`src/rtl/atomic_rmw_pkg.sv`:
```
package atomic_rmw_pkg;
   localparam logic [2:0] OP_STORE  = 3'd0;
   localparam logic [2:0] OP_INSERT = 3'd1;
   localparam logic [2:0] OP_SWAP   = 3'd2;
   localparam logic [2:0] OP_CAS    = 3'd3;
   localparam logic [2:0] OP_MSWAP  = 3'd4;
   localparam logic [2:0] OP_BITST  = 3'd5;

   typedef enum logic [2:0] {
      ST_IDLE    = 3'd0,
      ST_DRAIN   = 3'd1,
      ST_READ    = 3'd2,
      ST_MODIFY  = 3'd3,
      ST_WRITE   = 3'd4,
      ST_RESPOND = 3'd5
   } rmw_state_e;
endpackage

```
`src/rtl/atomic_rmw_perm.sv`:
```
module atomic_rmw_perm #(
   parameter int AW          = 10,
   parameter int REGION_BITS = 2,
   parameter logic [(1<<REGION_BITS)-1:0] RD_MAP = '1,
   parameter logic [(1<<REGION_BITS)-1:0] WR_MAP = '1
) (
   input  logic [AW-1:0] addr,
   output logic          rd_ok,
   output logic          wr_ok
);
   if (REGION_BITS < 0 || REGION_BITS > AW) begin : g_bad_region
      $error("atomic_rmw_perm: REGION_BITS out of range");
   end

   if (REGION_BITS == 0) begin : g_flat
      assign rd_ok = RD_MAP[0];
      assign wr_ok = WR_MAP[0];
   end else begin : g_table
      logic [REGION_BITS-1:0] region;
      assign region = addr[AW-1 -: REGION_BITS];
      assign rd_ok  = RD_MAP[region];
      assign wr_ok  = WR_MAP[region];
   end
endmodule

```
`src/rtl/atomic_rmw_wbuf.sv`:
```
module atomic_rmw_wbuf #(
   parameter int AW    = 10,
   parameter int DW    = 32,
   parameter int DEPTH = 4
) (
   input  logic          clk,
   input  logic          rst_n,
   input  logic          push,
   input  logic [AW-1:0] push_addr,
   input  logic [DW-1:0] push_data,
   input  logic          pop,
   output logic [AW-1:0] head_addr,
   output logic [DW-1:0] head_data,
   output logic          empty,
   output logic          full
);
   localparam int PW = (DEPTH > 1) ? $clog2(DEPTH) : 1;

   if (DEPTH < 2 || (1 << PW) != DEPTH) begin : g_bad_depth
      $error("atomic_rmw_wbuf: DEPTH must be a power of two, at least 2");
   end

   logic [AW-1:0] addr_q [DEPTH];
   logic [DW-1:0] data_q [DEPTH];
   logic [PW:0]   wp_q, rp_q;

   assign empty     = (wp_q == rp_q);
   assign full      = (wp_q[PW] != rp_q[PW]) && (wp_q[PW-1:0] == rp_q[PW-1:0]);
   assign head_addr = addr_q[rp_q[PW-1:0]];
   assign head_data = data_q[rp_q[PW-1:0]];

   always_ff @(posedge clk) begin
      if (!rst_n) begin
         wp_q <= '0;
         rp_q <= '0;
      end else begin
         if (push) wp_q <= wp_q + 1'b1;
         if (pop)  rp_q <= rp_q + 1'b1;
      end
   end

   always_ff @(posedge clk) begin
      if (push) begin
         addr_q[wp_q[PW-1:0]] <= push_addr;
         data_q[wp_q[PW-1:0]] <= push_data;
      end
   end

   AST_WB_NO_OVERFLOW: assert property (@(posedge clk) disable iff (!rst_n)
      push |-> !full);
   AST_WB_NO_UNDERFLOW: assert property (@(posedge clk) disable iff (!rst_n)
      pop |-> !empty);
endmodule

```
`src/rtl/atomic_rmw_alu.sv`:
```
module atomic_rmw_alu
   import atomic_rmw_pkg::*;
#(
   parameter int DW = 32,
   parameter int BW = $clog2(DW)
) (
   input  logic [2:0]    op,
   input  logic [DW-1:0] old_word,
   input  logic [DW-1:0] src,
   input  logic [DW-1:0] mask,
   input  logic [BW-1:0] bit_idx,
   output logic [DW-1:0] new_word,
   output logic          do_write,
   output logic [DW-1:0] ret_word
);
   logic [DW-1:0] merged;
   assign merged = (old_word & ~mask) | (src & mask);

   always_comb begin
      new_word = old_word;
      do_write = 1'b0;
      ret_word = '0;
      unique case (op)
         OP_INSERT: begin
            new_word = merged;
            do_write = 1'b1;
         end
         OP_SWAP: begin
            new_word = src;
            do_write = 1'b1;
            ret_word = old_word;
         end
         OP_CAS: begin
            ret_word = old_word;
            if (old_word == mask) begin
               new_word = src;
               do_write = 1'b1;
            end
         end
         OP_MSWAP: begin
            new_word = merged;
            do_write = 1'b1;
            ret_word = old_word;
         end
         OP_BITST: begin
            new_word[bit_idx] = src[0];
            do_write = 1'b1;
         end
         default: ;
      endcase
   end
endmodule

```
`src/rtl/atomic_rmw_unit.sv`:
```
module atomic_rmw_unit
   import atomic_rmw_pkg::*;
#(
   parameter int AW          = 10,
   parameter int DW          = 32,
   parameter int WB_DEPTH    = 4,
   parameter int REGION_BITS = 2,
   parameter logic [(1<<REGION_BITS)-1:0] RD_MAP = 4'b1011,
   parameter logic [(1<<REGION_BITS)-1:0] WR_MAP = 4'b0111,
   localparam int BW = $clog2(DW)
) (
   input  logic          clk,
   input  logic          rst_n,
   input  logic          req_valid,
   output logic          req_ready,
   input  logic [2:0]    req_op,
   input  logic [AW-1:0] req_addr,
   input  logic [DW-1:0] req_wdata,
   input  logic [DW-1:0] req_mask,
   input  logic [BW-1:0] req_bit,
   output logic          rsp_valid,
   output logic [DW-1:0] rsp_rdata,
   output logic          rsp_err,
   output logic          mem_en,
   output logic          mem_we,
   output logic [AW-1:0] mem_addr,
   output logic [DW-1:0] mem_wdata,
   input  logic          mem_ready,
   input  logic [DW-1:0] mem_rdata
);
   if (DW < 2 || (1 << BW) != DW) begin : g_bad_dw
      $error("atomic_rmw_unit: DW must be a power of two");
   end

   rmw_state_e    state_q;
   logic [2:0]    a_op_q;
   logic [AW-1:0] a_addr_q;
   logic [DW-1:0] a_src_q, a_mask_q, new_q, ret_q;
   logic [BW-1:0] a_bit_q;
   logic          wr_q, err_q;

   logic          rd_ok, wr_ok;
   logic          wb_push, wb_pop, wb_empty, wb_full;
   logic [AW-1:0] wb_addr;
   logic [DW-1:0] wb_data;
   logic [DW-1:0] alu_new, alu_ret;
   logic          alu_wr;
   logic          accept, is_store, op_known, fault;

   atomic_rmw_perm #(
      .AW(AW), .REGION_BITS(REGION_BITS), .RD_MAP(RD_MAP), .WR_MAP(WR_MAP)
   ) u_perm (
      .addr(req_addr), .rd_ok(rd_ok), .wr_ok(wr_ok)
   );

   atomic_rmw_wbuf #(.AW(AW), .DW(DW), .DEPTH(WB_DEPTH)) u_wbuf (
      .clk(clk), .rst_n(rst_n),
      .push(wb_push), .push_addr(req_addr), .push_data(req_wdata),
      .pop(wb_pop), .head_addr(wb_addr), .head_data(wb_data),
      .empty(wb_empty), .full(wb_full)
   );

   atomic_rmw_alu #(.DW(DW), .BW(BW)) u_alu (
      .op(a_op_q), .old_word(mem_rdata), .src(a_src_q), .mask(a_mask_q),
      .bit_idx(a_bit_q), .new_word(alu_new), .do_write(alu_wr), .ret_word(alu_ret)
   );

   assign req_ready = (state_q == ST_IDLE) && !wb_full;
   assign accept    = req_valid && req_ready;
   assign is_store  = (req_op == OP_STORE);
   assign op_known  = (req_op <= OP_BITST);
   assign fault     = !op_known || !rd_ok || !wr_ok;
   assign wb_push   = accept && is_store && wr_ok;

   assign rsp_valid = (state_q == ST_RESPOND);
   assign rsp_err   = rsp_valid && err_q;
   assign rsp_rdata = rsp_valid ? ret_q : '0;

   // memory port: atomic read/write take precedence, buffer drains otherwise
   always_comb begin
      mem_en    = 1'b0;
      mem_we    = 1'b0;
      mem_addr  = a_addr_q;
      mem_wdata = new_q;
      wb_pop    = 1'b0;
      if (state_q == ST_READ) begin
         mem_en = 1'b1;
      end else if (state_q == ST_WRITE && wr_q) begin
         mem_en = 1'b1;
         mem_we = 1'b1;
      end else if ((state_q == ST_IDLE || state_q == ST_DRAIN) && !wb_empty) begin
         mem_en    = 1'b1;
         mem_we    = 1'b1;
         mem_addr  = wb_addr;
         mem_wdata = wb_data;
         wb_pop    = mem_ready;
      end
   end

   always_ff @(posedge clk) begin
      if (!rst_n) begin
         state_q  <= ST_IDLE;
         a_op_q   <= OP_STORE;
         a_addr_q <= '0;
         a_src_q  <= '0;
         a_mask_q <= '0;
         a_bit_q  <= '0;
         new_q    <= '0;
         ret_q    <= '0;
         wr_q     <= 1'b0;
         err_q    <= 1'b0;
      end else begin
         unique case (state_q)
            ST_IDLE: begin
               if (accept && !is_store) begin
                  a_op_q   <= req_op;
                  a_addr_q <= req_addr;
                  a_src_q  <= req_wdata;
                  a_mask_q <= req_mask;
                  a_bit_q  <= req_bit;
                  ret_q    <= '0;
                  wr_q     <= 1'b0;
                  err_q    <= fault;
                  state_q  <= fault ? ST_RESPOND : ST_DRAIN;
               end
            end
            ST_DRAIN:  if (wb_empty)  state_q <= ST_READ;
            ST_READ:   if (mem_ready) state_q <= ST_MODIFY;
            ST_MODIFY: begin
               new_q   <= alu_new;
               wr_q    <= alu_wr;
               ret_q   <= alu_ret;
               state_q <= ST_WRITE;
            end
            ST_WRITE:  if (!wr_q || mem_ready) state_q <= ST_RESPOND;
            ST_RESPOND: state_q <= ST_IDLE;
            default:    state_q <= ST_IDLE;
         endcase
      end
   end

   AST_BUSY_NOT_READY: assert property (@(posedge clk) disable iff (!rst_n)
      (state_q != ST_IDLE) |-> !req_ready);
   AST_RSP_ONE_CYCLE: assert property (@(posedge clk) disable iff (!rst_n)
      rsp_valid |=> !rsp_valid);
   AST_NO_ACCESS_BETWEEN: assert property (@(posedge clk) disable iff (!rst_n)
      (mem_en && (state_q == ST_MODIFY || state_q == ST_WRITE)) |-> (mem_we && mem_addr == a_addr_q));
   AST_READ_AFTER_DRAIN: assert property (@(posedge clk) disable iff (!rst_n)
      (state_q == ST_READ) |-> wb_empty);
   AST_ERR_WITH_RSP: assert property (@(posedge clk) disable iff (!rst_n)
      rsp_err |-> (rsp_valid && rsp_rdata == '0));
   AST_FAULT_SKIPS_MEM: assert property (@(posedge clk) disable iff (!rst_n)
      (accept && !is_store && fault) |=> (rsp_err && !mem_en));
endmodule

```
`config.mk`:
```
export PLATFORM = sky130hd
export DESIGN_NAME = atomic_rmw_unit
export DESIGN_NICKNAME = d
export VERILOG_FILES = /design/src/rtl/atomic_rmw_pkg.sv /design/src/rtl/atomic_rmw_perm.sv /design/src/rtl/atomic_rmw_wbuf.sv /design/src/rtl/atomic_rmw_alu.sv /design/src/rtl/atomic_rmw_unit.sv
export SDC_FILE = /design/constraint.sdc
export NUM_CORES = 1
export LEC_CHECK = 0
export BUFFER_PORTS_ARGS = -buffer_cell sky130_fd_sc_hd__buf_4
export CORE_MARGIN = 4
export CORE_UTILIZATION = 50
export DETAILED_ROUTE_END_ITERATION = 6
export PLACE_DENSITY = 0.81
export SETUP_SLACK_MARGIN = 0.2
export SYNTH_ARGS = -nofsm -noshare
export SYNTH_HDL_FRONTEND = slang
export SYNTH_HIERARCHICAL = 1
export SYNTH_SLANG_ARGS = --single-unit
```
`constraint.sdc`:
```
create_clock -name clk -period 4.3 [get_ports clk]
set_input_delay 0.86 -clock clk [delete_from_list [all_inputs] [get_ports clk]]
set_output_delay 0.86 -clock clk [all_outputs]
set_load 0.05 [all_outputs]
```
==> impl_metrics.csv, run 1 <==
group,metric,value,unit
floorplanning,rows,65,
logic_synthesis,ys.flop_type,"edfxtp_1",
sta,setup_viol,0,
worst_setup_path,critPathMostFrequentCell,"buf_4",
finish,area_growth,17.11,%
worst_setup_path,cp-start-kind,"register",
grt,groute.usage.overall,25.35,%
logic_synthesis,synthTopCellsByCount,"nand2_1, edfxtp_1, dfxtp_1",
hold_path,hold_path_depth,2,
grt,grt_pass1_vias,12424,
floorplanning,core,31800,sq um
sta,slew_viol_final,0,
logic_synthesis,async_flop_share,0,%
sta,hold_violations,0,
clock_tree,htree_levels,2,
job,maxCapViolations,0,
worst_setup_path,r2r-end,"u_wbuf/data_q[3][2]$_DFFE_PP_",
sta,slew_headroom,13.21,%
clock_tree,ctsResizeCount,0,
logic_synthesis,synth_most_common_cell,"nand2_1",
logic_synthesis,synth_fp_nets,1652,
logic_synthesis,synth_edf_count,168,
floorplanning,start_util,51.19,%
clock_tree,clk_path_buf_depth,3,
floorplanning,die_area,35500,sq um
worst_setup_path,r2r-start,"u_wbuf/wp_q[0]$_SDFFE_PN0P_",
floorplanning,ios,197,
worst_setup_path,critPathCaptureType,"output pin",
placement,place_congestion,0.9800,
clock_tree,cts_tree,"done",
clock_tree,clk_latency,0.53,ns
worst_setup_path,crit_chain,"xor2_1, nor3b_1, nor2_4, buf_4, mux2_2, buf_4",
power_and_ir_drop,power_leakage,6.708,nW
finish,n_fill_cell,2625,
sta,hold_slack,0.4569,ns
grt,grt_pass1_wl,71950,um
sta,clock_skew,0.01919,ns
clock_tree,clock-sinks,327,
clock_tree,cts_buffers,36,
clock_tree,ctsHoldBuffers,0,
detailed_routing,drc,0,
logic_synthesis,synth_cell_type_count,58,
finish,multi_input_area,7398,sq um
worst_setup_path,crit_path_end,"mem_wdata[8]",
sta,setup-tns-final,0,ns
detailed_routing,vias_per_cell,5.999,
worst_setup_path,ff2ff_path_depth,7,
worst_setup_path,cp_slowest_cell,"nor3b_1",
worst_setup_path,cp_top_family,"simple AND/OR/NAND/NOR gates",
worst_setup_path,worstPathArrival,2.78,ns
clock_tree,clk_pin_slew,0.06,ns
sta,finalCritPeriodShare,84.66,%
logic_synthesis,synth_cells,1529,
power_and_ir_drop,irDropWorstVdd,367.2,uV
clock_tree,root_buffer,"clkbuf_16",
finish,final-seq-area,8230,sq um
logic_synthesis,yosys.area.top_type,"edfxtp_1",
worst_setup_path,crit_buf_inv,2,
hold_path,hold_class,"reg2reg",
finish,drive_gt1_share,22.64,%
logic_synthesis,synth_area_per_cell,10.65,sq um
logic_synthesis,netlist_area,16280,sq um
worst_setup_path,cpPeakStageDelay,0.60,ns
worst_setup_path,cp_num_cells,6,
detailed_routing,vias,12760,
detailed_routing,dr.pass1.iters,6,
floorplanning,die_w,188.4,um
sta,fmax,274.7,MHz
worst_setup_path,worstPathRequired,3.44,ns
placement,io_buffers,196,
sta,tightest_slew,1.300,ns
floorplanning,die_y,188.4,um
grt,gr-total-overflow,0,
detailed_routing,drtAntennaViolNets,0,
worst_setup_path,critPathKind,"reg2out",
logic_synthesis,yosysWarnings,6,
grt,antenna_found_initial,0,
finish,fin_nets,1787,
sta,rsz0062_at_grt,"no",
finish,diodes,0,
detailed_routing,drt_iter0_drc,1265,
sta,min_period,3.640,ns
logic_synthesis,ys_seq_area_share,50.55,%
logic_synthesis,netlist_top_cells_area,"edfxtp_1, dfxtp_1, nand2_1, mux4_2, mux2i_1",
detailed_routing,drt_wl_total,47110,um
logic_synthesis,yosys_register_bits,327,
detailed_routing,wl_per_cell,22.15,um
grt,grt_max_degree,99,
clock_tree,cts_setup_buffers,0,
worst_setup_path,startpoint,"u_wbuf/wp_q[0]$_SDFFE_PN0P_",
placement,dp_hpwl,32160,um
worst_setup_path,worstPathMaxFanout,40,
power_and_ir_drop,cellPowerDensity,413.5,nW/um^2
worst_setup_path,regToRegSetupSlack,1.18,ns
outcome,outcome,"finished, final reports clean",
logic_synthesis,synth_top_area_share,30.99,%
[flip-flops by register name (all words and copies together), names as in the netlist, named ones only]
signal	flops
u_wbuf/rp_q	3
a_op_q	3
ret_q	32
u_wbuf/data_q	128
u_wbuf/addr_q	40
a_mask_q	32
wr_q	1
u_wbuf/wp_q	3
a_src_q	32
a_bit_q	5
a_addr_q	10
new_q	32
state_q	3
err_q	1
[layout by cell type (no fill, tap or decap), types with 7 or more instances in the layout]
master	instances
nand3_1	99
buf_4	219
nor3_1	33
nor2_1	19
mux2_2	42
inv_1	9
nand2_1	264
nand3b_1	7
nor3b_1	64
dfxtp_1	157
o211ai_1	30
clkinv_2	8
nor2b_1	37
o21a_1	29
clkbuf_1	10
nand4_1	45
a21oi_1	34
edfxtp_1	168
and2_1	37
a21boi_0	32
o21ai_0	67
mux2i_1	82
clkbuf_16	36
mux4_2	40
xnor2_1	30
[worst reg2reg max path, delay by kind of cell, from the launching register on]
family / cells / cell delay [ns]
XOR/XNOR: 1 / 0.21
buffers and inverters: 1 / 0.38
flip-flops: 1 / 0.44
AND/OR/NAND/NOR: 5 / 1.76
[layout make-up]
class / instances / area share (%)
Clock inverter: 18 / 0.9124
Multi-Input combinational cell: 1067 / 38.81
Sequential cell: 327 / 43.18
Inverter: 9 / 0.1772
Clock buffer: 48 / 5.067
Timing Repair Buffer: 223 / 8.999
Tap cell: 435 / 2.855
[where the power goes]
group	switching, mW	internal (mW)	leakage [nW]	total [mW]
registers	0.178	3.39	2.80	3.57
clock network	1.24	1.72	0.564	2.96
logic	0.832	0.519	3.34	1.35
[worst min-delay path by stage]
| stage | start | slack, ns | to |
|---|---|---|---|
| floorplan | err_q$_SDFFE_PN0P_ | 0.43 | err_q$_SDFFE_PN0P_ |
| global placement | a_addr_q[7]$_SDFFE_PN0P_ | 0.44 | a_addr_q[7]$_SDFFE_PN0P_ |
| detailed placement | a_addr_q[4]$_SDFFE_PN0P_ | 0.45 | a_addr_q[4]$_SDFFE_PN0P_ |
| CTS | err_q$_SDFFE_PN0P_ | 0.46 | err_q$_SDFFE_PN0P_ |
| global route | a_addr_q[5]$_SDFFE_PN0P_ | 0.48 | a_addr_q[5]$_SDFFE_PN0P_ |
| finish | err_q$_SDFFE_PN0P_ | 0.46 | err_q$_SDFFE_PN0P_ |
[kinds of logic (layout without fill, tap and decap cells)]
family,count (synthesis),after routing,share of synthesized area (%)
flops,327,327,50.55
xor+xnor,39,39,2.329
fa+ha+maj,5,5,0.3843
compound gates,212,212,8.317
buf+inv,135,298,4.412
mux,166,166,13.81
simple gates,645,645,20.20
[metrics by stage]
| step | util (%) | total power [mW] | setup slack [ns] | area [sq um] | std cells |
|---|---|---|---|---|---|
| global placement | 56.36 | 4.944 | 1.166 | 17920 | 2061 |
| global route | 59.94 | 8.158 | 0.5439 | 19060 | 2127 |
| detailed placement | 56.36 | 4.959 | 1.129 | 17920 | 2061 |
| floorplan | - | 4.524 | 1.173 | 16280 | 1529 |
| CTS | 59.94 | 7.907 | 0.6704 | 19060 | 2127 |
| finish | 59.94 | 7.882 | 0.6597 | 19060 | 2127 |
[metal layers]
metal | up-vias | track usage, % | share of wire (%)
li1 | 5805 | - | -
met1 | 6197 | 34.46 | 41
met2 | 640 | 41.68 | 47
met3 | 118 | 4.150 | 7.9
met4 | 0 | 8.604 | 3.4
met5 | - | 0 | 0
Power figures use the tool's default switching activity.
==> inputs of run 2 (changes only) <==
Settings changed: ABC_AREA set to 1.
Clock period 4.3 ns to 3.8 ns, I/O delays scaled along.
==> impl_metrics.csv, run 2 <==
group,metric,value,unit
logic_synthesis,netlist_area,15810,sq um
placement,placed_area,17360,sq um
outcome,outcome,"finished, final reports clean",
worst_setup_path,cpPeakStageDelay,0.45,ns
power_and_ir_drop,power_leakage,7.862,nW
worst_setup_path,critPathMostFrequentCell,"nand2_1",
clock_tree,cts_setup_buffers,0,
sta,fmax,303.8,MHz
sta,tightest_slew,1.189,ns
worst_setup_path,crit_path_end,"mem_addr[0]",
placement,io_buffers,196,
power_and_ir_drop,cellPowerDensity,680.5,nW/um^2
finish,drive_gt1_share,13.91,%
sta,min_period,3.292,ns
worst_setup_path,worstPathArrival,2.53,ns
floorplanning,start_util,51.16,%
sta,hold_slack,0.4575,ns
clock_tree,ctsHoldBuffers,0,
worst_setup_path,regToRegSetupSlack,1.19,ns
worst_setup_path,ff2ff_path_depth,5,
floorplanning,ios,197,
grt,grt_pass1_vias,13032,
sta,rsz0062_at_grt,"no",
detailed_routing,drc,0,
logic_synthesis,ys.flop_type,"edfxtp_1",
finish,area_growth,16.88,%
sta,hold_violations,0,
detailed_routing,vias,13925,
hold_path,hold_class,"in2reg",
worst_setup_path,cp_num_cells,11,
finish,diodes,0,
detailed_routing,dr.pass1.iters,5,
worst_setup_path,cp_slowest_cell,"inv_2",
worst_setup_path,worstPathMaxFanout,34,
clock_tree,ctsResizeCount,0,
logic_synthesis,ys_seq_area_share,52.03,%
placement,dp_hpwl,32150,um
clock_tree,root_buffer,"clkbuf_16",
power_and_ir_drop,irDropWorstVdd,585.2,uV
placement,place_congestion,0.9752,
sta,slew_viol_final,0,
floorplanning,die_y,185.8,um
grt,grt_max_degree,72,
sta,setup_viol,0,
finish,final_cells,2574,
finish,largest_reg_flops,128,
clock_tree,clk_path_buf_depth,3,
grt,gr-total-overflow,0,
floorplanning,core,30910,sq um
logic_synthesis,yosys_register_bits,327,
clock_tree,htree_levels,2,
worst_setup_path,cp-start-kind,"register",
clock_tree,cts_tree,"done",
detailed_routing,drtAntennaViolNets,0,
logic_synthesis,synthTopCellsByCount,"nand2_1, nor2_1, inv_1",
clock_tree,clock-sinks,327,
grt,grt_pass1_wl,72500,um
logic_synthesis,async_flop_share,0,%
logic_synthesis,yosysWarnings,6,
clock_tree,cts_buffers,34,
worst_setup_path,r2r-end,"new_q[10]$_SDFFE_PN0P_",
floorplanning,die_w,185.8,um
sta,finalCritPeriodShare,86.63,%
logic_synthesis,synth_cell_type_count,33,
worst_setup_path,startpoint,"u_wbuf/wp_q[0]$_SDFFE_PN0P_",
floorplanning,die_area,34540,sq um
sta,slew_headroom,20.66,%
detailed_routing,vias_per_cell,5.410,
logic_synthesis,yosys.area.top_type,"edfxtp_1",
worst_setup_path,cp_top_family,"buffers and inverters",
grt,antenna_found_initial,0,
logic_synthesis,synth_area_per_cell,7.883,sq um
worst_setup_path,worstPathRequired,3.04,ns
worst_setup_path,crit_chain,"inv_1, nand2_1, nand2_1, nand2_1, nor2_1, nor3_4, inv_2, buf_4, nand2_1, nand2_1, buf_4",
sta,setup-tns-final,0,ns
grt,groute.usage.overall,26.53,%
worst_setup_path,r2r-start,"state_q[1]$_SDFFE_PN0P_",
logic_synthesis,synth_most_common_cell,"nand2_1",
job,maxCapViolations,0,
logic_synthesis,synth_cells,2006,
clock_tree,clk_latency,0.52,ns
finish,stdcell_area,18480,sq um
floorplanning,rows,64,
detailed_routing,wl_per_cell,18.08,um
logic_synthesis,netlist_top_cells_area,"edfxtp_1, dfxtp_1, nand2_1, nor2_1, inv_1",
sta,clock_skew,0.01040,ns
logic_synthesis,synth_top_area_share,31.90,%
clock_tree,clk_pin_slew,0.06,ns
finish,final_common_cell,"nand2_1",
logic_synthesis,synth_fp_nets,2129,
placement,dp.cells,2512,
logic_synthesis,synth_edf_count,168,
worst_setup_path,crit_buf_inv,4,
finish,fin_nets,2275,
detailed_routing,drt_wl_total,46540,um
worst_setup_path,critPathKind,"reg2out",
detailed_routing,drt_iter0_drc,1326,
finish,final_cell_mix,"nand2_1, nor2_1, buf_4",
worst_setup_path,critPathCaptureType,"output pin",
==> run 2: kinds of logic (layout without fill, tap and decap cells) <==
logic type	count (synthesis)	count (layout)	share of synthesized area [%]
AO/OA/AOI/OAI	369	369	13.82
XOR/XNOR	2	2	0.1108
adder cells (fa/ha/maj)	5	5	0.3956
buffers and inverters	336	508	9.542
flip-flops	327	327	52.03
AND/OR/NAND/NOR	967	967	24.10
==> run 2: worst register-to-register path, cell delays in order, from the launching register on <==
cell and delay (ns):
dfxtp_1 0.54, nand2_1 0.19, nor2_4 0.65, inv_1 0.73, nor2_1 0.32, nor2_1 0.07
==> run 2: how the worst min path moves through the flow <==
stage / startpoint / end / slack, ns / cells after the start
floorplan: err_q$_SDFFE_PN0P_ / err_q$_SDFFE_PN0P_ / 0.43 / 2
global placement: ret_q[25]$_SDFFE_PN0P_ / ret_q[25]$_SDFFE_PN0P_ / 0.45 / 2
detailed placement: ret_q[3]$_SDFFE_PN0P_ / ret_q[3]$_SDFFE_PN0P_ / 0.45 / 2
CTS: req_wdata[29] / u_wbuf/data_q[3][29]$_DFFE_PP_ / 0.44 / 1
global route: req_wdata[14] / u_wbuf/data_q[1][14]$_DFFE_PP_ / 0.45 / 1
finish: req_wdata[24] / u_wbuf/data_q[1][24]$_DFFE_PP_ / 0.46 / 1
==> run 2: area by class of cell <==
| class | count | area, sq um |
|---|---|---|
| clock inverters | 12 | 118.9 |
| repair buffers | 219 | 1689 |
| multi-input cells | 1343 | 6093 |
| clock buffers | 50 | 1003 |
| inverters | 227 | 852.1 |
| well taps | 396 | 495.5 |
| flip-flops and latches | 327 | 8232 |
| fillers | 2754 | 12430 |
==> run 2: through the flow <==
stage	power [mW]	worst slack, ns	utilization [%]
after floorplan	7.859	0.2637	-
after global placement	9.208	1.015	56.08
after detailed placement	9.284	0.9891	56.17
after CTS	12.60	0.4768	59.80
after global routing	13.25	0.2972	59.80
final	12.58	0.5082	59.80
==> run 2: layer usage <==
layer / up-vias / track usage, % / part of all wire [%]
li1: 6829 / - / -
met3: 84 / 4.983 / 9.1
met2: 655 / 39.43 / 43
met1: 6357 / 40.05 / 45
met4: 0 / 6.966 / 2.5
met5: - / 0 / 0
==> run 2: where the power goes <==
group	internal (mW)	switching (mW)
Combinational	1.33	3.42
Sequential	4.08	0.445
Clock	1.92	1.38
==> inputs of run 3 (changes only) <==
Settings changed: MAX_ROUTING_LAYER set to met4.
==> impl_metrics.csv, run 3 (synthesis gave the netlist of run 2 again) <==
group,metric,value,unit
sta,min_period,3.294,ns
finish,fin_nets,2273,
floorplanning,die_w,185.8,um
floorplanning,rows,64,
clock_tree,clk_path_buf_depth,3,
finish,drive_gt1_share,13.92,%
sta,slew_headroom,18.96,%
detailed_routing,drtAntennaViolNets,0,
sta,tightest_slew,1.214,ns
detailed_routing,drt_iter0_drc,1596,
detailed_routing,wl_per_cell,18.31,um
worst_setup_path,crit_chain,"inv_1, nand2_1, nand2_1, nand2_1, nor2_1, nor3_4, inv_2, buf_4, nand2_1, nand2_1, buf_4",
floorplanning,die_y,185.8,um
placement,dp_hpwl,32300,um
detailed_routing,met2WireLength,20610,um
worst_setup_path,cpPeakStageDelay,0.45,ns
placement,placed_area,17350,sq um
detailed_routing,vias,14052,
clock_tree,cts_setup_buffers,0,
sta,setup-tns-final,0,ns
clock_tree,clk_pin_slew,0.06,ns
clock_tree,ctsResizeCount,0,
power_and_ir_drop,cellPowerDensity,682.4,nW/um^2
grt,groute.usage.overall,27.36,%
job,maxCapViolations,0,
detailed_routing,vias_per_cell,5.463,
finish,final_common_cell,"nand2_1",
clock_tree,clock-sinks,327,
detailed_routing,wl_met1,21320,um
placement,place_congestion,0.9962,
detailed_routing,drc,0,
worst_setup_path,worstPathArrival,2.53,ns
grt,grt_pass1_vias,13313,
grt,antenna_found_initial,0,
power_and_ir_drop,power_leakage,7.856,nW
sta,setup_viol,0,
worst_setup_path,cp-start-kind,"register",
sta,clock_skew,0.01809,ns
sta,finalCritPeriodShare,86.69,%
floorplanning,die_area,34540,sq um
sta,rsz0062_at_grt,"no",
detailed_routing,wl_met3,4089,um
clock_tree,htree_levels,2,
grt,grt_pass1_wl,73050,um
worst_setup_path,cp_slowest_cell,"inv_2",
finish,diodes,0,
finish,final_cell_mix,"nand2_1, nor2_1, buf_4",
clock_tree,root_buffer,"clkbuf_16",
finish,stdcell_area,18500,sq um
worst_setup_path,critPathMostFrequentCell,"nand2_1",
power_and_ir_drop,irDropWorstVdd,335.0,uV
worst_setup_path,critPathCaptureType,"output pin",
worst_setup_path,critPathKind,"reg2out",
clock_tree,clk_latency,0.52,ns
grt,gr-total-overflow,0,
worst_setup_path,worstPathRequired,3.04,ns
sta,hold_slack,0.4494,ns
clock_tree,cts_tree,"done",
detailed_routing,dr.pass1.iters,6,
sta,slew_viol_final,0,
floorplanning,core,30910,sq um
worst_setup_path,worstPathMaxFanout,34,
grt,grt_max_degree,72,
outcome,outcome,"finished, final reports clean",
finish,area_growth,16.96,%
clock_tree,ctsHoldBuffers,0,
sta,fmax,303.6,MHz
detailed_routing,drt_wl_total,47100,um
sta,hold_violations,0,
floorplanning,ios,197,
finish,largest_reg_flops,128,
hold_path,hold_class,"in2reg",
clock_tree,cts_buffers,34,
detailed_routing,dr.max_layer_used,"met4",
floorplanning,start_util,51.16,%
placement,io_buffers,196,
## run 3: changes by cell type in the layout (fill, tap and decap cells not counted), sizes merged
cell,previous run,this run
clkinvlp,1,2
clkinv,13,15
buf,219,217
clkbuf,50,47
## run 3: cell type report
class                   count  area (sq um)
clock inverters            15         125.1
inverters                 227         852.1
well taps                 396         495.5
repair buffers            217          1667
multi-input cells        1343          6103
fillers                  2715         12410
clock buffers              47          1022
flip-flops and latches    327          8232
## run 3: worst max-delay path: cells and delay by family, from the launching register on
family	cells	cell delay (ns)
buf+inv	4	1.09
flops	1	0.34
simple gates	7	0.56
## run 3: report_power, final
| part | total [mW] | switching [mW] | internal, mW |
|---|---|---|---|
| combinational | 4.74 | 3.42 | 1.31 |
| sequential | 4.53 | 0.450 | 4.08 |
| clock | 3.36 | 1.39 | 1.96 |
## run 3: path summary, 6_finish.rpt
check / start / end / slack, ns / cells past startpoint
max: u_wbuf/wp_q[0]$_SDFFE_PN0P_ / mem_addr[8] / 0.51 / 11
min: req_wdata[16] / u_wbuf/data_q[0][16]$_DFFE_PP_ / 0.45 / 1
max reg2reg: u_wbuf/wp_q[0]$_SDFFE_PN0P_ / u_wbuf/data_q[3][11]$_DFFE_PP_ / 1.21 / 11
min reg2reg: ret_q[8]$_SDFFE_PN0P_ / ret_q[8]$_SDFFE_PN0P_ / 0.46 / 2
## run 3: metal layers
layer	global-route usage, %	vias up
met1	40.42	6453
met3	3.987	91
met4	7.287	0
li1	-	6829
met2	39.72	679
met5	-	-
## run 3: stage by stage
stage               std cells  total power, mW  worst slack (ns)  util, %
floorplan                2006            7.859            0.2637        -
global placement         2510            9.195             1.033    56.11
detailed placement       2510            9.244             1.017    56.13
CTS                      2572            12.60            0.4878    59.84
global route             2572            13.28            0.2758    59.84
finish                   2572            12.62            0.5059    59.84
